--- config.mk ---
export PLATFORM = sky130hd
export DESIGN_NAME = irq_prio_router
export DESIGN_NICKNAME = d
export VERILOG_FILES = /design/src/rtl/irq_router_pkg.sv /design/src/rtl/irq_cfg_regs.sv /design/src/rtl/irq_target_arb.sv /design/src/rtl/irq_prio_router.sv
export SDC_FILE = /design/constraint.sdc
export NUM_CORES = 1
export LEC_CHECK = 0
export CAP_MARGIN = 10
export CORE_AREA = 2 2 116 118
export DETAILED_ROUTE_END_ITERATION = 7
export DIE_AREA = 0 0 118 120
export DONT_BUFFER_PORTS = 1
export PLACE_DENSITY = 0.71
export SLEW_MARGIN = 20
export SYNTH_ARGS = -nofsm -noshare
export SYNTH_HDL_FRONTEND = slang
export SYNTH_SLANG_ARGS = --single-unit
--- constraint.sdc ---
create_clock -name clk_i -period 16.6 [get_ports clk_i]
set_clock_uncertainty 0.05 [all_clocks]
set_input_delay 1.66 -clock clk_i [delete_from_list [all_inputs] [get_ports clk_i]]
set_output_delay 1.66 -clock clk_i [all_outputs]
set_load 0.03 [all_outputs]
--- src/rtl/irq_router_pkg.sv ---
package irq_router_pkg;
    localparam int PRIO_W  = 4;
    localparam int DATA_W  = 8;
    localparam int NUM_TGT = 2;
    localparam int TGT_FAST = 0;
    localparam int TGT_STD  = 1;

    typedef logic [PRIO_W-1:0] prio_t;

    // Layout matches the register map: [5] soft request, [4] destination, [3:0] priority
    typedef struct packed {
        logic  swreq;
        logic  tgt;
        prio_t prio;
    } src_cfg_t;

    localparam int CFG_W = $bits(src_cfg_t);
endpackage

--- src/rtl/irq_cfg_regs.sv ---
module irq_cfg_regs
    import irq_router_pkg::*;
#(
    parameter int NUM_SRC = 8,
    parameter int ADDR_W  = $clog2(NUM_SRC + 2)
) (
    input  logic                    clk_i,
    input  logic                    rst_ni,
    input  logic                    we_i,
    input  logic [ADDR_W-1:0]       addr_i,
    input  logic [DATA_W-1:0]       wdata_i,
    output logic [DATA_W-1:0]       rdata_o,
    output src_cfg_t [NUM_SRC-1:0]  cfg_o,
    output prio_t [NUM_TGT-1:0]     thr_o
);
    localparam int THR_BASE = NUM_SRC;

    typedef struct packed {
        src_cfg_t [NUM_SRC-1:0] src;
        prio_t [NUM_TGT-1:0]    thr;
    } regs_t;

    regs_t regs_d, regs_q;

    always_comb begin
        regs_d = regs_q;
        if (we_i) begin
            for (int i = 0; i < NUM_SRC; i++) begin
                if (addr_i == ADDR_W'(i)) begin
                    regs_d.src[i] = src_cfg_t'(wdata_i[CFG_W-1:0]);
                end
            end
            for (int t = 0; t < NUM_TGT; t++) begin
                if (addr_i == ADDR_W'(THR_BASE + t)) begin
                    regs_d.thr[t] = wdata_i[PRIO_W-1:0];
                end
            end
        end
    end

    always_ff @(posedge clk_i or negedge rst_ni) begin
        if (!rst_ni) begin
            regs_q <= '0;
        end else begin
            regs_q <= regs_d;
        end
    end

    always_comb begin
        rdata_o = '0;
        for (int i = 0; i < NUM_SRC; i++) begin
            if (addr_i == ADDR_W'(i)) begin
                rdata_o = DATA_W'(regs_q.src[i]);
            end
        end
        for (int t = 0; t < NUM_TGT; t++) begin
            if (addr_i == ADDR_W'(THR_BASE + t)) begin
                rdata_o = DATA_W'(regs_q.thr[t]);
            end
        end
    end

    assign cfg_o = regs_q.src;
    assign thr_o = regs_q.thr;
endmodule

--- src/rtl/irq_target_arb.sv ---
module irq_target_arb
    import irq_router_pkg::*;
#(
    parameter int NUM_SRC = 8,
    parameter int IDX_W   = (NUM_SRC > 1) ? $clog2(NUM_SRC) : 1,
    parameter int TGT     = 0
) (
    input  logic [NUM_SRC-1:0]      pending_i,
    input  src_cfg_t [NUM_SRC-1:0]  cfg_i,
    input  prio_t                   thr_i,
    output logic                    valid_o,
    output logic [IDX_W-1:0]        idx_o,
    output prio_t                   prio_o
);
    localparam logic TGT_BIT = 1'(TGT);

    logic [NUM_SRC-1:0] elig;

    // A source qualifies when pending, routed here and strictly above threshold
    for (genvar g = 0; g < NUM_SRC; g++) begin : g_elig
        assign elig[g] = pending_i[g] && (cfg_i[g].tgt == TGT_BIT) && (cfg_i[g].prio > thr_i);
    end

    always_comb begin
        prio_o = '0;
        idx_o  = '0;
        // Ascending scan with strict compare keeps the lowest index on ties
        for (int i = 0; i < NUM_SRC; i++) begin
            if (elig[i] && (cfg_i[i].prio > prio_o)) begin
                prio_o = cfg_i[i].prio;
                idx_o  = IDX_W'(i);
            end
        end
        valid_o = (prio_o != '0);
    end
endmodule

--- src/rtl/irq_prio_router.sv ---
module irq_prio_router
    import irq_router_pkg::*;
#(
    parameter int NUM_SRC = 8,
    parameter int ADDR_W  = $clog2(NUM_SRC + 2),
    parameter int IDX_W   = (NUM_SRC > 1) ? $clog2(NUM_SRC) : 1
) (
    input  logic               clk_i,
    input  logic               rst_ni,
    input  logic [NUM_SRC-1:0] hw_req_i,
    input  logic               reg_we_i,
    input  logic [ADDR_W-1:0]  reg_addr_i,
    input  logic [7:0]         reg_wdata_i,
    output logic [7:0]         reg_rdata_o,
    output logic               fiq_o,
    output logic [IDX_W-1:0]   fiq_idx_o,
    output logic [3:0]         fiq_prio_o,
    output logic               irq_o,
    output logic [IDX_W-1:0]   irq_idx_o,
    output logic [3:0]         irq_prio_o
);
    typedef struct packed {
        logic             valid;
        logic [IDX_W-1:0] idx;
        prio_t            prio;
    } win_t;

    typedef struct packed {
        win_t [NUM_TGT-1:0] win;
    } out_t;

    src_cfg_t [NUM_SRC-1:0] cfg_w;
    prio_t [NUM_TGT-1:0]    thr_w;
    logic [NUM_SRC-1:0]     pending_w;
    win_t [NUM_TGT-1:0]     arb_w;
    out_t                   out_d, out_q;

    irq_cfg_regs #(
        .NUM_SRC (NUM_SRC),
        .ADDR_W  (ADDR_W)
    ) cfg_regs_i (
        .clk_i   (clk_i),
        .rst_ni  (rst_ni),
        .we_i    (reg_we_i),
        .addr_i  (reg_addr_i),
        .wdata_i (reg_wdata_i),
        .rdata_o (reg_rdata_o),
        .cfg_o   (cfg_w),
        .thr_o   (thr_w)
    );

    for (genvar g = 0; g < NUM_SRC; g++) begin : g_pend
        assign pending_w[g] = hw_req_i[g] | cfg_w[g].swreq;
    end

    for (genvar t = 0; t < NUM_TGT; t++) begin : g_arb
        irq_target_arb #(
            .NUM_SRC (NUM_SRC),
            .IDX_W   (IDX_W),
            .TGT     (t)
        ) arb_i (
            .pending_i (pending_w),
            .cfg_i     (cfg_w),
            .thr_i     (thr_w[t]),
            .valid_o   (arb_w[t].valid),
            .idx_o     (arb_w[t].idx),
            .prio_o    (arb_w[t].prio)
        );
    end

    always_comb begin
        out_d = out_q;
        for (int t = 0; t < NUM_TGT; t++) begin
            out_d.win[t] = arb_w[t];
        end
    end

    always_ff @(posedge clk_i or negedge rst_ni) begin
        if (!rst_ni) begin
            out_q <= '0;
        end else begin
            out_q <= out_d;
        end
    end

    assign fiq_o      = out_q.win[TGT_FAST].valid;
    assign fiq_idx_o  = out_q.win[TGT_FAST].idx;
    assign fiq_prio_o = out_q.win[TGT_FAST].prio;
    assign irq_o      = out_q.win[TGT_STD].valid;
    assign irq_idx_o  = out_q.win[TGT_STD].idx;
    assign irq_prio_o = out_q.win[TGT_STD].prio;
endmodule

==> results of run 1 <==
==> final cells by class <==
class / instances / area, um^2
fillers: 1092 / 5340
multi-input cells: 648 / 5050
flip-flops and latches: 72 / 1800
inverters: 63 / 236
clock buffers: 9 / 225
well taps: 176 / 220
clock inverters: 7 / 83.8
repair buffers: 3 / 22.5
==> routing by layer <==
metal | track usage (%) | wire, um
met2 | 48.8 | 9670
met5 | 0 | 0
met1 | 40.8 | 8930
met3 | 6.32 | 2100
met4 | 11.5 | 593
==> metrics by stage <==
stage	worst slack, ns	utilization [%]	instances
floorplan	3.32	-	806
global placement	1.79	56.5	962
detailed placement	1.28	56.5	962
CTS	1.48	58.9	978
global route	0.121	58.9	978
finish	1.21	58.9	978
==> worst max-delay path: cells and delay by family (launching register included) <==
| family | cells | cell delay, ns |
|---|---|---|
| AO/OA/AOI/OAI | 22 | 4.01 |
| adder cells (fa/ha/maj) | 8 | 2.39 |
| buffers and inverters | 5 | 0.77 |
| flip-flops | 1 | 0.39 |
| multiplexers | 7 | 2.52 |
| AND/OR/NAND/NOR | 20 | 5.15 |
==> kinds of logic after synthesis <==
group                    after synthesis  synth area share (%)
buffers and inverters                 86                  4.72
XOR/XNOR                               3                 0.366
AND/OR/NAND/NOR                      235                  16.6
adder cells (fa/ha/maj)              112                  19.5
AO/OA/AOI/OAI                        207                  19.2
other                                  1                0.0522
flip-flops                            72                  25.1
multiplexers                          89                  14.6
==> final timing paths <==
check                                     from                   end  slack, ns  depth (start not counted)
min in group asynchronous               rst_ni          fiq_idx_o[2]       0.96                          0
max reg2reg                cfg_regs_i.thr_o[2]                 fiq_o       1.21                         62
min reg2reg                cfg_regs_i.thr_o[3]   cfg_regs_i.thr_o[3]       0.46                          1
max                        cfg_regs_i.thr_o[2]                 fiq_o       1.21                         62
min                        cfg_regs_i.thr_o[3]   cfg_regs_i.thr_o[3]       0.46                          1
max in group asynchronous               rst_ni  cfg_regs_i.cfg_o[43]      15.38                          0
==> power by group <==
part / internal (mW) / switching, mW
sequential: 0.225 / 0.102
combinational: 0.318 / 0.429
clock: 0.119 / 0.0820
total: 0.662 / 0.612
==> cells in the final DEF, fill, tap and decap left out, types with 4 or more instances in the layout <==
cell | netlist | layout
ha_1 | 112 | 112
dfrtp_1 | 72 | 72
nand2_1 | 71 | 71
o21ai_0 | 71 | 71
inv_1 | 63 | 63
mux2_2 | 60 | 60
nor2_1 | 46 | 46
a21oi_1 | 41 | 41
nor2b_1 | 26 | 26
mux2i_1 | 22 | 22
nand4_1 | 18 | 18
nand3_1 | 16 | 16
nand2b_1 | 16 | 16
nor3_1 | 11 | 11
a31oi_1 | 10 | 10
clkbuf_16 | 0 | 9
o211ai_1 | 8 | 8
o21a_1 | 8 | 8
a211oi_1 | 6 | 6
a21o_1 | 5 | 5
and3_1 | 5 | 5
a41oi_1 | 5 | 5
mux4_2 | 5 | 5
or4_1 | 4 | 4
o21bai_1 | 4 | 4
nor3b_1 | 4 | 4
==> registers in the layout, summed over array words and instances, names as in the netlist <==
signal,count
cfg_regs_i.cfg_o,48
cfg_regs_i.thr_o,8
fiq_idx_o,3
fiq_o,1
fiq_prio_o,4
irq_idx_o,3
irq_o,1
irq_prio_o,4
==> flow_summary.yaml, run 1 <==
outcome:
  status: "completed"
critical_path:
  cpPeakStageDelay_ns: 0.83
  critPathCaptureType: "flip-flop"
  crit_fanout: 11
  critical_path.startpoint_type: "flip-flop"
  worstPathRequired_ns: 16.76
  cpMostUsedCell: "ha_1"
  cp_slowest_cell: "nor3_1"
  worstPathArrival_ns: 15.55
  worstSetupPathType: "flip-flop to flip-flop"
power_and_ir_drop:
  p_leak_nw: 3.34
  irDropWorstVdd_v: 0.000121
  power_density_nw_per_um2: 167
  p_total_mw: 1.27
sta:
  tightestPinTransition_ns: 1.04
  setup_viol: 0
  hold_viol: 0
  slew_headroom_pct: 30.3
  maxSlewViolCount: 0
  fin_crit_sh_pct: 92.7
  holdWs_ns: 0.457
  rsz0062_at_grt: "no"
  period_minus_slack_ns: 15.39
  fmax_mhz: 65.0
  tns_ns: 0
global_route:
  grt_pass1_wl_um: 34000
  grt_max_degree: 73
  grt_overflow_total: 0
  antenna_found_initial: 0
  grt_use_total_pct: 30.5
  grt_pass1_vias: 6434
detailed_routing:
  drc_errors: 0
  final_antenna_net_count: 0
  routedWlPerCell_um: 21.8
  routed_via_density: 6.65
  drtIter0Drc: 628
  dr.pass1.iters: 8
  vias: 6501
  wl_um: 21300
cts:
  cts_tree: "built"
  clockBufferDepth: 2
  clockRootBuffer: "clkbuf_16"
  postCtsResizedCells: 0
  path_clk_slew_ns: 0.06
  cts_buffers: 9
  postCtsSetupRepairBufs: 0
  hold_buffers: 0
  htree_levels: 3
  insertion_delay_ns: 0.34
  numClockSinks: 72
yosys:
  seq_area_frac_synth_pct: 25.1
  synth_area_leaders: "dfrtp_1 25%, ha_1 19%, mux2_2 9.4%"
  yosysMostFrequentCell: "ha_1"
  post-synth-top-area-fraction_pct: 25.1
  synth-edff-count: 0
  syn_inst: 805
  synth_cell_types: 76
  synth.ff_latch_count: 72
  avgSynthCellArea_um2: 8.93
  synth_flop_cell: "dfrtp_1"
  netlist_area_um2: 7190
  ys_top_cells_by_count: "112 x ha_1, 72 x dfrtp_1, 71 x nand2_1, 71 x o21ai_0, 63 x inv_1"
  yosysWarnings: 0
  async_flop_share_pct: 100
  synth_top_cell_by_area: "dfrtp_1"
min_path:
  hold_path_class: "flip-flop to flip-flop"
die:
  rows: 42
  core_area_um2: 13000
  die_h_um: 120
  start_util_pct: 55.4
  die_w_um: 118
  die_area_um2: 14200
  ios: 47
placed_design:
  dpl.hpwl_um: 15900
  portBuffers: 0
  place_area_um2: 7330
  routabilityCongestion: 0.929
finish:
  area_delta_synth_final_pct: 6.30
  drive_gt1_share_pct: 12.7
  fin_nets: 932
  fin_area_um2: 7640
  antenna_cells: 0
job:
  cap_violations: 0
No activity file was read; power rests on OpenSTA's default activity.
==> run 2, diff against run 1 <==
- SETUP_SLACK_MARGIN: not set -> 0.4
- clock period: 16.6 -> 19.1 ns (I/O delays scaled with it)
==> flow_summary.yaml, run 2 (synthesis results as in run 1) <==
finish:
  fin_nets: 932
  drive_gt1_share_pct: 12.7
  fin_util_pct: 58.7
  nFillCells: 1106
  largest_reg_flops: 48
  final_common_cell: "ha_1"
  antenna_cells: 0
  area_delta_synth_final_pct: 6.06
  final_cell_mix: "112 x ha_1, 72 x dfrtp_1, 71 x nand2_1, 71 x o21ai_0, 63 x inv_1"
cts:
  clockBufferDepth: 2
  cts_buffers: 9
  numClockSinks: 72
  hold_buffers: 0
  htree_levels: 3
  path_clk_slew_ns: 0.07
  cts_tree: "built"
  clockRootBuffer: "clkbuf_16"
  postCtsResizedCells: 0
  insertion_delay_ns: 0.34
  postCtsSetupRepairBufs: 0
sta:
  tightestPinTransition_ns: 1.06
  fmax_mhz: 65.3
  setup_viol: 0
  fin_crit_sh_pct: 80.2
  tns_ns: 0
  rsz0062_at_grt: "no"
  hold_viol: 0
  slew_headroom_pct: 28.9
  maxSlewViolCount: 0
  period_minus_slack_ns: 15.32
global_route:
  grt_overflow_total: 0
  grt_use_total_pct: 29.8
  grt_pass1_wl_um: 33100
  grt_max_degree: 73
  grt_pass1_vias: 6158
  antenna_found_initial: 0
critical_path:
  worstPathRequired_ns: 19.26
  cpPeakStageDelay_ns: 0.85
  worstSetupPathType: "input pin to flip-flop"
  critical_path.startpoint_type: "input pin"
  cp_slowest_cell: "nor3_1"
  worstPathArrival_ns: 15.48
  crit_fanout: 11
  cpMostUsedCell: "ha_1"
  critPathCaptureType: "flip-flop"
  worst-r2r-setup-slack_ns: 3.94
detailed_routing:
  routed_via_density: 6.52
  met3_length_um: 1890
  drtIter0Drc: 621
  vias: 6376
  final_antenna_net_count: 0
  wl_um: 20900
  dr_wl_met2_um: 9350
  routedWlPerCell_um: 21.4
  top_layer_used: "met4"
  met1_length_um: 8940
  drc_errors: 0
  dr.pass1.iters: 5
placed_design:
  portBuffers: 0
  dpl.hpwl_um: 15700
  routabilityCongestion: 0.917
die:
  start_util_pct: 55.4
  die_w_um: 118
  die_h_um: 120
  rows: 42
  die_area_um2: 14200
  core_area_um2: 13000
  ios: 47
power_and_ir_drop:
  p_leak_nw: 3.34
  power_density_nw_per_um2: 143
  irDropWorstVdd_v: 0.0000843
outcome:
  status: "completed"
job:
  cap_violations: 0
min_path:
  hold_path_class: "flip-flop to flip-flop"
run 2: final cells by class:
cell class | count | area [um^2] | area share [%]
Clock buffer | 9 | 225 | 2.95
Multi-Input combinational cell | 648 | 5050 | 66.3
Tap cell | 176 | 220 | 2.89
Clock inverter | 7 | 66.3 | 0.870
Inverter | 63 | 236 | 3.10
Timing Repair Buffer | 3 | 22.5 | 0.295
Sequential cell | 72 | 1800 | 23.6
run 2: worst max-delay path: cells and delay by family:
kind | cells | cell delay [ns]
AO/OA/AOI/OAI | 21 | 4.02
adder cells (fa/ha/maj) | 7 | 1.93
buffers and inverters | 4 | 0.27
multiplexers | 7 | 2.54
AND/OR/NAND/NOR | 19 | 4.79
run 2: final timing paths:
check                           depth (start not counted)           startpoint                    to
worst min register to register                          1  cfg_regs_i.thr_o[1]   cfg_regs_i.thr_o[1]
worst max-delay path                                   58          hw_req_i[0]                 fiq_o
min in group asynchronous                               0               rst_ni          fiq_idx_o[2]
max in group asynchronous                               0               rst_ni  cfg_regs_i.cfg_o[43]
worst max register to register                         61  cfg_regs_i.thr_o[2]                 fiq_o
worst min-delay path                                    1  cfg_regs_i.thr_o[1]   cfg_regs_i.thr_o[1]
run 2: power breakdown:
group	switching (mW)	leakage, nW	internal [mW]
combinational	0.369	2.31	0.275
sequential	0.0881	0.885	0.195
clock	0.0741	0.146	0.0921
run 2: routing by layer:
layer,vias up,GRT usage [%]
met4,0,11.0
met5,-,0
met2,294,47.0
met1,3045,41.3
li1,2986,-
met3,51,4.75
run 2: stage by stage:
step | total power [mW] | hold WS [ns] | setup WS [ns] | cell area (um^2) | instances
2_1_floorplan | 0.747 | 0.429 | 5.57 | 7190 | 806
3_3_place_gp | 0.872 | 0.440 | 4.01 | 7330 | 962
3_5_place_dp | 0.914 | 0.450 | 3.64 | 7330 | 962
4_1_cts | 1.08 | 0.465 | 3.98 | 7620 | 978
5_1_grt | 1.18 | 0.482 | 2.65 | 7620 | 978
6_report | 1.09 | 0.464 | 3.78 | 7620 | 978
